--- src/rtl/xbar_dec_pkg.sv ---
package xbar_dec_pkg;

    // Width of an index able to address n items (at least one bit).
    function automatic int idx_w(input int n);
        return (n > 1) ? $clog2(n) : 1;
    endfunction

endpackage

--- src/rtl/xbar_dec_window.sv ---
// One address window: shifted base compare, gated by reach and security.
module xbar_dec_window #(
    parameter int              ADDR_W = 32,
    parameter logic [ADDR_W-1:0] BASE  = '0,
    parameter int              WIDTH  = 0,
    parameter bit              SECURE = 1'b0
) (
    input  logic [ADDR_W-1:0] addr,
    input  logic              non_sec,
    input  logic              reach_ok,
    output logic              hit
);
    localparam logic [ADDR_W-1:0] LOW_MASK =
        (WIDTH >= ADDR_W) ? {ADDR_W{1'b1}} : ((ADDR_W'(1) << WIDTH) - ADDR_W'(1));

    generate
        if (WIDTH > 0 && (BASE & LOW_MASK) != '0) begin : g_align_bad
            $error("window base %h is not aligned to a 2**%0d window", BASE, WIDTH);
        end

        if (WIDTH == 0) begin : g_off
            logic addr_unused;
            assign addr_unused = ^{addr, non_sec, reach_ok};
            assign hit = 1'b0;
        end else begin : g_on
            logic in_span;
            logic sec_ok;
            assign in_span = ((addr >> WIDTH) == (BASE >> WIDTH));
            assign sec_ok  = !(SECURE && non_sec);
            assign hit     = in_span && sec_ok && reach_ok;
        end
    endgenerate
endmodule

--- src/rtl/xbar_dec_pick.sv ---
// Selects the highest-indexed set bit of a hit vector.
module xbar_dec_pick #(
    parameter int N  = 8,
    parameter int IW = 3
) (
    input  logic [N-1:0]  hits,
    output logic [IW-1:0] idx,
    output logic          any
);
    always_comb begin
        idx = '0;
        any = 1'b0;
        for (int k = 0; k < N; k++) begin
            if (hits[k]) begin
                idx = IW'(k);
                any = 1'b1;
            end
        end
    end
endmodule

--- src/rtl/xbar_addr_decode.sv ---
module xbar_addr_decode #(
    parameter int ADDR_W = 32,
    parameter int N_SLV  = 4,
    parameter int N_REG  = 2,
    parameter int N_MST  = 2,
    parameter logic [N_SLV*N_REG*ADDR_W-1:0] REGION_BASE = {
        32'h0000_0000, 32'h0002_0000, 32'h0000_1000, 32'h0001_0000,
        32'h0000_2000, 32'h0000_1000, 32'h0000_8000, 32'h0000_0000},
    parameter logic [N_SLV*N_REG*32-1:0] REGION_WIDTH = {
        32'd0, 32'd16, 32'd4, 32'd16, 32'd0, 32'd12, 32'd8, 32'd12},
    parameter logic [N_SLV-1:0]       SECURE_SLV = 4'b1000,
    parameter logic [N_SLV*N_MST-1:0] RD_CONN    = 8'hEF,
    parameter logic [N_SLV*N_MST-1:0] WR_CONN    = 8'hF7
) (
    input  logic                                   clk,
    input  logic                                   rst_n,
    input  logic                                   req_valid,
    input  logic [ADDR_W-1:0]                      req_addr,
    input  logic [2:0]                             req_prot,
    input  logic [xbar_dec_pkg::idx_w(N_MST)-1:0]  req_mst,
    input  logic                                   req_is_read,
    output logic                                   dec_valid,
    output logic                                   dec_hit,
    output logic [xbar_dec_pkg::idx_w(N_SLV)-1:0]  dec_slv,
    output logic [xbar_dec_pkg::idx_w(N_REG)-1:0]  dec_rgn
);
    localparam int N_TOT = N_SLV * N_REG;
    localparam int SLV_W = xbar_dec_pkg::idx_w(N_SLV);
    localparam int RGN_W = xbar_dec_pkg::idx_w(N_REG);
    localparam int MST_W = xbar_dec_pkg::idx_w(N_MST);
    localparam int TOT_W = xbar_dec_pkg::idx_w(N_TOT);

    typedef struct packed {
        logic             vld;
        logic             hit;
        logic [SLV_W-1:0] slv;
        logic [RGN_W-1:0] rgn;
    } dec_st_t;

    dec_st_t dec_d, dec_q;

    logic [N_SLV-1:0] reach_vec;
    logic [N_TOT-1:0] hit_vec;
    logic [TOT_W-1:0] pick_idx;
    logic             pick_any;
    logic             prot_unused;

    assign prot_unused = ^{req_prot[2], req_prot[0]};

    // Per-slave reach check, then per-window compare.
    generate
        for (genvar s = 0; s < N_SLV; s++) begin : g_slv
            logic [N_MST-1:0] rd_row, wr_row;
            assign rd_row       = RD_CONN[s*N_MST +: N_MST];
            assign wr_row       = WR_CONN[s*N_MST +: N_MST];
            assign reach_vec[s] = req_is_read ? rd_row[req_mst] : wr_row[req_mst];

            for (genvar r = 0; r < N_REG; r++) begin : g_rgn
                localparam int K = s * N_REG + r;
                xbar_dec_window #(
                    .ADDR_W (ADDR_W),
                    .BASE   (REGION_BASE[K*ADDR_W +: ADDR_W]),
                    .WIDTH  (int'(REGION_WIDTH[K*32 +: 32])),
                    .SECURE (SECURE_SLV[s])
                ) u_win (
                    .addr     (req_addr),
                    .non_sec  (req_prot[1]),
                    .reach_ok (reach_vec[s]),
                    .hit      (hit_vec[K])
                );
            end
        end
    endgenerate

    xbar_dec_pick #(
        .N  (N_TOT),
        .IW (TOT_W)
    ) u_pick (
        .hits (hit_vec),
        .idx  (pick_idx),
        .any  (pick_any)
    );

    always_comb begin
        dec_d     = '0;
        dec_d.vld = req_valid;
        if (req_valid && pick_any) begin
            dec_d.hit = 1'b1;
            dec_d.slv = SLV_W'(int'(pick_idx) / N_REG);
            dec_d.rgn = RGN_W'(int'(pick_idx) % N_REG);
        end
    end

    always_ff @(posedge clk) begin
        if (!rst_n) begin
            dec_q <= '0;
        end else begin
            dec_q <= dec_d;
        end
    end

    assign dec_valid = dec_q.vld;
    assign dec_hit   = dec_q.hit;
    assign dec_slv   = dec_q.slv;
    assign dec_rgn   = dec_q.rgn;

    // ---------------- assertions ----------------
    function automatic logic reach_bit(input logic rd, input logic [MST_W-1:0] m,
                                       input logic [SLV_W-1:0] s);
        int b;
        b = int'(m) + int'(s) * N_MST;
        return rd ? RD_CONN[b] : WR_CONN[b];
    endfunction

    AST_VALID_FOLLOWS: assert property (@(posedge clk) disable iff (!rst_n)
        req_valid |=> dec_valid);
    AST_IDLE_FOLLOWS: assert property (@(posedge clk) disable iff (!rst_n)
        !req_valid |=> !dec_valid && !dec_hit);
    AST_MISS_ZERO: assert property (@(posedge clk) disable iff (!rst_n)
        dec_valid && !dec_hit |-> dec_slv == '0 && dec_rgn == '0);
    AST_SECURE_BLOCK: assert property (@(posedge clk) disable iff (!rst_n)
        dec_hit && $past(req_prot[1]) |-> !SECURE_SLV[dec_slv]);
    AST_REACH_MASK: assert property (@(posedge clk) disable iff (!rst_n)
        dec_hit |-> reach_bit($past(req_is_read), $past(req_mst), dec_slv));
    AST_TOP_PRIORITY: assert property (@(posedge clk) disable iff (!rst_n)
        dec_hit |-> ($past(hit_vec) >> (int'(dec_slv) * N_REG + int'(dec_rgn)))
                    == N_TOT'(1));
endmodule

--- config.mk ---
export PLATFORM = sky130hd
export DESIGN_NAME = xbar_addr_decode
export DESIGN_NICKNAME = d
export VERILOG_FILES = /design/src/rtl/xbar_dec_pkg.sv /design/src/rtl/xbar_dec_window.sv /design/src/rtl/xbar_dec_pick.sv /design/src/rtl/xbar_addr_decode.sv
export SDC_FILE = /design/constraint.sdc
export NUM_CORES = 1
export LEC_CHECK = 0
export BUFFER_PORTS_ARGS = -buffer_cell sky130_fd_sc_hd__clkbuf_2
export CORE_AREA = 5 5 42 44
export CTS_BUF_LIST = sky130_fd_sc_hd__clkbuf_8
export CTS_CLUSTER_DIAMETER = 40
export CTS_CLUSTER_SIZE = 20
export DETAILED_ROUTE_END_ITERATION = 10
export DIE_AREA = 0 0 47 49
export MAX_ROUTING_LAYER = met4
export PLACE_DENSITY_LB_ADDON = 0.05
export SYNTH_ARGS = -nofsm -noshare
export SYNTH_HDL_FRONTEND = slang
export SYNTH_SLANG_ARGS = --single-unit
export TNS_END_PERCENT = 10
--- constraint.sdc ---
create_clock -name clk -period 2.55 [get_ports clk]
set_input_delay 0.6375 -clock clk [delete_from_list [all_inputs] [get_ports clk]]
set_output_delay 0.6375 -clock clk [all_outputs]
set_load 0.05 [all_outputs]
==> reports/metrics.yaml, run 1 <==
fin_crit_ps: 1660
cp_slowest_cell: "or3_4"
worstPathArrival_ps: 1810
fp.dieW_um: 47
clk_path_buf_depth: 2
status: "finished, final reports clean"
area_delta_synth_final_pct: 71.6
period_share_pct: 65.2
dpl-instance-area_um2: 567
finish.instance_area_um2: 612
drt_iter0_drc: 1
clkTransAtPathRegs_ps: 30
path_delay_family: "simple AND/OR/NAND/NOR gates"
drtPass1Iterations: 4
grt_pass1_wl_um: 1610
ctsHoldBuffers: 0
place_ws_ps: 667
power.leakage_nw: 0.307
first_global_vias: 429
fmax_mhz: 601
synth_warnings: 0
diodes: 0
criticalPathCategory: "in2reg"
viasPerCell: 4.69
final.setup.worst_slack_ps: 886
synth_seq_area_share_pct: 28.1
core_area_um2: 1400
antenna_found_initial: 0
io_buffers: 38
grt_use_total_pct: 9.66
drcViolationCount: 0
synth_edf_count: 0
routed_wirelength_um: 1050
hold_path.class: "in2reg"
synthFlopType: "dfxtp_1"
vias: 478
ios: 45
cts_buffers: 3
gp_congestion: 0.717
syn_avg_cell_area_um2: 8.10
tns_ps: 0
cpPeakStageDelay_ps: 410
drive_gt1_share_pct: 54.7
cts_resized: 0
fp.dieArea_um2: 2300
ctsHtreeMaxLevel: 1
async_flop_share_pct: 0
finalNetCount: 127
finalHoldViolCount: 0
critical_path.startpoint: "req_addr[21]"
drv_cap: 0
wire_per_inst_um: 10.3
cts_tree: "done"
core.rowCount: 14
root_buffer: "clkbuf_8"
cp-start-kind: "primary input"
cts_setup_buffers: 0
netlist_area_um2: 357
worst_pin_slew_ps: 469
slew_violations: 0
maxSlewHeadroom_pct: 68.5
cp.required_ps: 2690
grt_overflow: 0
hold_start: "req_valid"
ys_types: 23
start_util_pct: 25.4
dieHeight_um: 49
path_cells: "clkbuf_2 -> nor4_1 -> nand4_1 -> or3_4 -> a22oi_2"
setup_viol: 0
synth-seq-cells: 5
final_cell_mix: "clkbuf_2 (38), nor4_1 (5), dfxtp_1 (5)"
end_kind: "register"
peakVddDrop_v: 0.000103
postRouteAntennaNets: 0
cp_max_fo: 2
syn_nets: 84
powerDensity_nw_per_um2: 430
grt_max_degree: 6
layout_commonest_cell: "clkbuf_2"
clock_sinks: 5
path_buf_inv: 1
rsz0062_at_grt: "no"
syn_inst: 44
[layout make-up]
type	instances	area [um2]
Multi-Input combinational cell	38	253
Clock inverter	1	3.75
Clock buffer	3	41.3
Timing Repair Buffer	38	190
Tap cell	16	20.0
Inverter	1	3.75
Fill cell	153	790
Sequential cell	5	100
[tightest hold or removal path: cells and delay by family]
| kind | cells | cell delay, ps |
|---|---|---|
| buf+inv | 2 | 140 |
| simple gates | 1 | 70 |
[Yosys cell counts, types with 2 or more instances]
library cell  count  area share [%]
a21oi_1           4             5.6
and3_2            2             4.2
dfxtp_1           5              28
nand2_1           3             3.2
nand3_1           2             2.8
nand4_1           3             5.3
nor2_1            2             2.1
nor2b_1           4             7.0
nor4_1            5             8.8
[cell families after synthesis]
family	after synthesis	share of synthesized area [%]
compound gates	7	13.0
simple gates	31	57.9
buf+inv	1	1.05
flops	5	28.1
[through the flow]
step | utilization [%] | instances | hold slack [ps] | power, mW
finish | 43.7 | 102 | 669 | 0.263
global route | 43.7 | 102 | 707 | 0.279
CTS | 43.7 | 102 | 671 | 0.269
detailed placement | 40.4 | 98 | 896 | 0.127
global placement | 40.4 | 98 | 888 | 0.126
floorplan | - | 44 | 778 | 0.0959
[state kept, by name (all words and copies together), names as in the netlist]
name / flops
dec_valid: 1
dec_hit: 1
dec_slv: 2
dec_rgn: 1
[power by group]
group          internal [mW]  switching, mW
combinational         0.0248         0.0209
clock                  0.103         0.0350
sequential            0.0796       0.000188
[metal layers]
layer  global-route usage (%)  vias up  wire, um
met5                        -        -         0
met3                     1.11        2        89
li1                         -      256         -
met2                     14.9       17       541
met1                     10.9      203       401
met4                     6.91        0        13
[final timing paths]
| path | end | depth (start not counted) |
|---|---|---|
| worst max-delay path | dec_slv[0]$_SDFF_PN0_ | 5 |
| worst min-delay path | dec_valid$_SDFF_PN0_ | 3 |
Note: power is estimated with default switching activity, not from simulation.
==> run 2, diff against run 1 <==
Clock period 2.55 ns to 1.5 ns, I/O delays scaled along.
==> run 2 against run 1 <==
  * Final cell count increased by 3.9%
  * Core utilization increased by 3.0 points
  * First-iteration DRC count increased by 100%
==> reports/metrics.yaml, run 2 (synthesis results as in run 1) <==
hold_path.class: "in2reg"
clkTransAtPathRegs_ps: 30  # about the same
cp-start-kind: "primary input"
end_kind: "register"
final_cell_mix: "clkbuf_2 (38), dfxtp_1 (5), nor2b_1 (4), a21oi_1 (4), buf_4 (4)"
wire_per_inst_um: 10.7  # +4.3%
antenna_found_initial: 0  # unchanged
dpl-instance-area_um2: 597  # +5.3%
drive_gt1_share_pct: 58.9  # +4.2 points
fmax_mhz: 732
fp.dieArea_um2: 2300  # unchanged
postRouteAntennaNets: 0  # unchanged
slew_violations: 0  # unchanged
grt_overflow: 0  # unchanged
rsz0062_at_grt: "no"
cts_buffers: 3  # unchanged
dieHeight_um: 49  # unchanged
worstPathArrival_ps: 1510  # -300 ps
largest_reg_flops: 2  # unchanged
final_util_pct: 46.7  # +3.0 points
area_delta_synth_final_pct: 83.5
io_buffers: 38  # unchanged
cp_max_fo: 2  # unchanged
grt_use_total_pct: 10.5  # +0.87 points
vias: 487  # +1.9%
grt_pass1_wl_um: 1830  # +13%
powerDensity_nw_per_um2: 701  # +63%
diodes: 0  # unchanged
clock_sinks: 5  # unchanged
maxSlewHeadroom_pct: 74.3  # +5.9 points
layout_commonest_cell: "clkbuf_2"
drtPass1Iterations: 4  # unchanged
ctsHtreeMaxLevel: 1  # unchanged
ios: 45  # unchanged
finalNetCount: 131  # +3.1%
cp.required_ps: 1640  # -1050 ps
worst_pin_slew_ps: 379  # -89.6 ps
finalHoldViolCount: 0  # unchanged
drv_cap: 0  # unchanged
peakVddDrop_v: 0.000188  # +82%
root_buffer: "clkbuf_8"
hold_depth: 3  # unchanged
viasPerCell: 4.59  # -2.0%
drcViolationCount: 0  # unchanged
grt_max_degree: 6  # unchanged
finish.instance_area_um2: 654  # +7.0%
period_share_pct: 91.0
hpwl_um: 1040
tns_ps: 0  # unchanged
core_area_um2: 1400  # unchanged
status: "finished, final reports clean"
fp.dieW_um: 47  # unchanged
core.rowCount: 14  # unchanged
routed_wirelength_um: 1130  # +8.4%
first_global_vias: 481  # +12%
drt_iter0_drc: 2  # +1
cts_tree: "done"
clk_path_buf_depth: 2  # unchanged
gp_congestion: 0.754  # +5.1%
cts_resized: 0  # unchanged
power.leakage_nw: 0.329  # +7.0%
start_util_pct: 25.4  # unchanged
criticalPathCategory: "in2reg"
ctsHoldBuffers: 0  # unchanged
cts_setup_buffers: 0  # unchanged
fin_crit_ps: 1370
setup_viol: 0  # unchanged
-- run 2: where the power goes --
| part | internal (mW) | total, mW | leakage (nW) | switching, mW |
|---|---|---|---|---|
| Clock | 0.175 | 0.237 | 0.0269 | 0.0618 |
| Combinational | 0.0470 | 0.0862 | 0.261 | 0.0392 |
| Sequential | 0.135 | 0.136 | 0.0405 | 0.000320 |
-- run 2: path summary, 6_finish.rpt --
path	startpoint	end
setup / recovery	req_addr[19]	dec_slv[0]$_SDFF_PN0_
hold / removal	req_valid	dec_valid$_SDFF_PN0_
-- run 2: routing by layer --
metal  global-route usage, %  share of wire, %  wire [um]
met1                    12.9                40        457
met2                    16.3                50        570
met3                    1.11               8.0         91
met4                    5.53               1.2         14
met5                       -                 0          0
-- run 2: area by class of cell --
type	count	area [um2]
Clock inverter	1	3.75
Multi-Input combinational cell	38	265
Inverter	1	3.75
Clock buffer	3	41.3
Timing Repair Buffer	42	220
Fill cell	154	747
Tap cell	16	20.0
Sequential cell	5	100
-- run 2: stage by stage --
stage | worst slack [ps] | hold WS (ps) | power [mW] | std cells
after floorplan | 86.7 | 515 | 0.163 | 44
after global placement | -114 | 625 | 0.220 | 102
after detailed placement | -169 | 638 | 0.221 | 102
after CTS | 54.5 | 411 | 0.463 | 106
after global routing | 47.1 | 450 | 0.488 | 106
final | 134 | 408 | 0.459 | 106
-- run 2: critical path, cell delays in order --
cell      delay [ps]
clkbuf_2          90
nor4_2           310
nand4_1          170
or3_4            420
a22oi_2          150
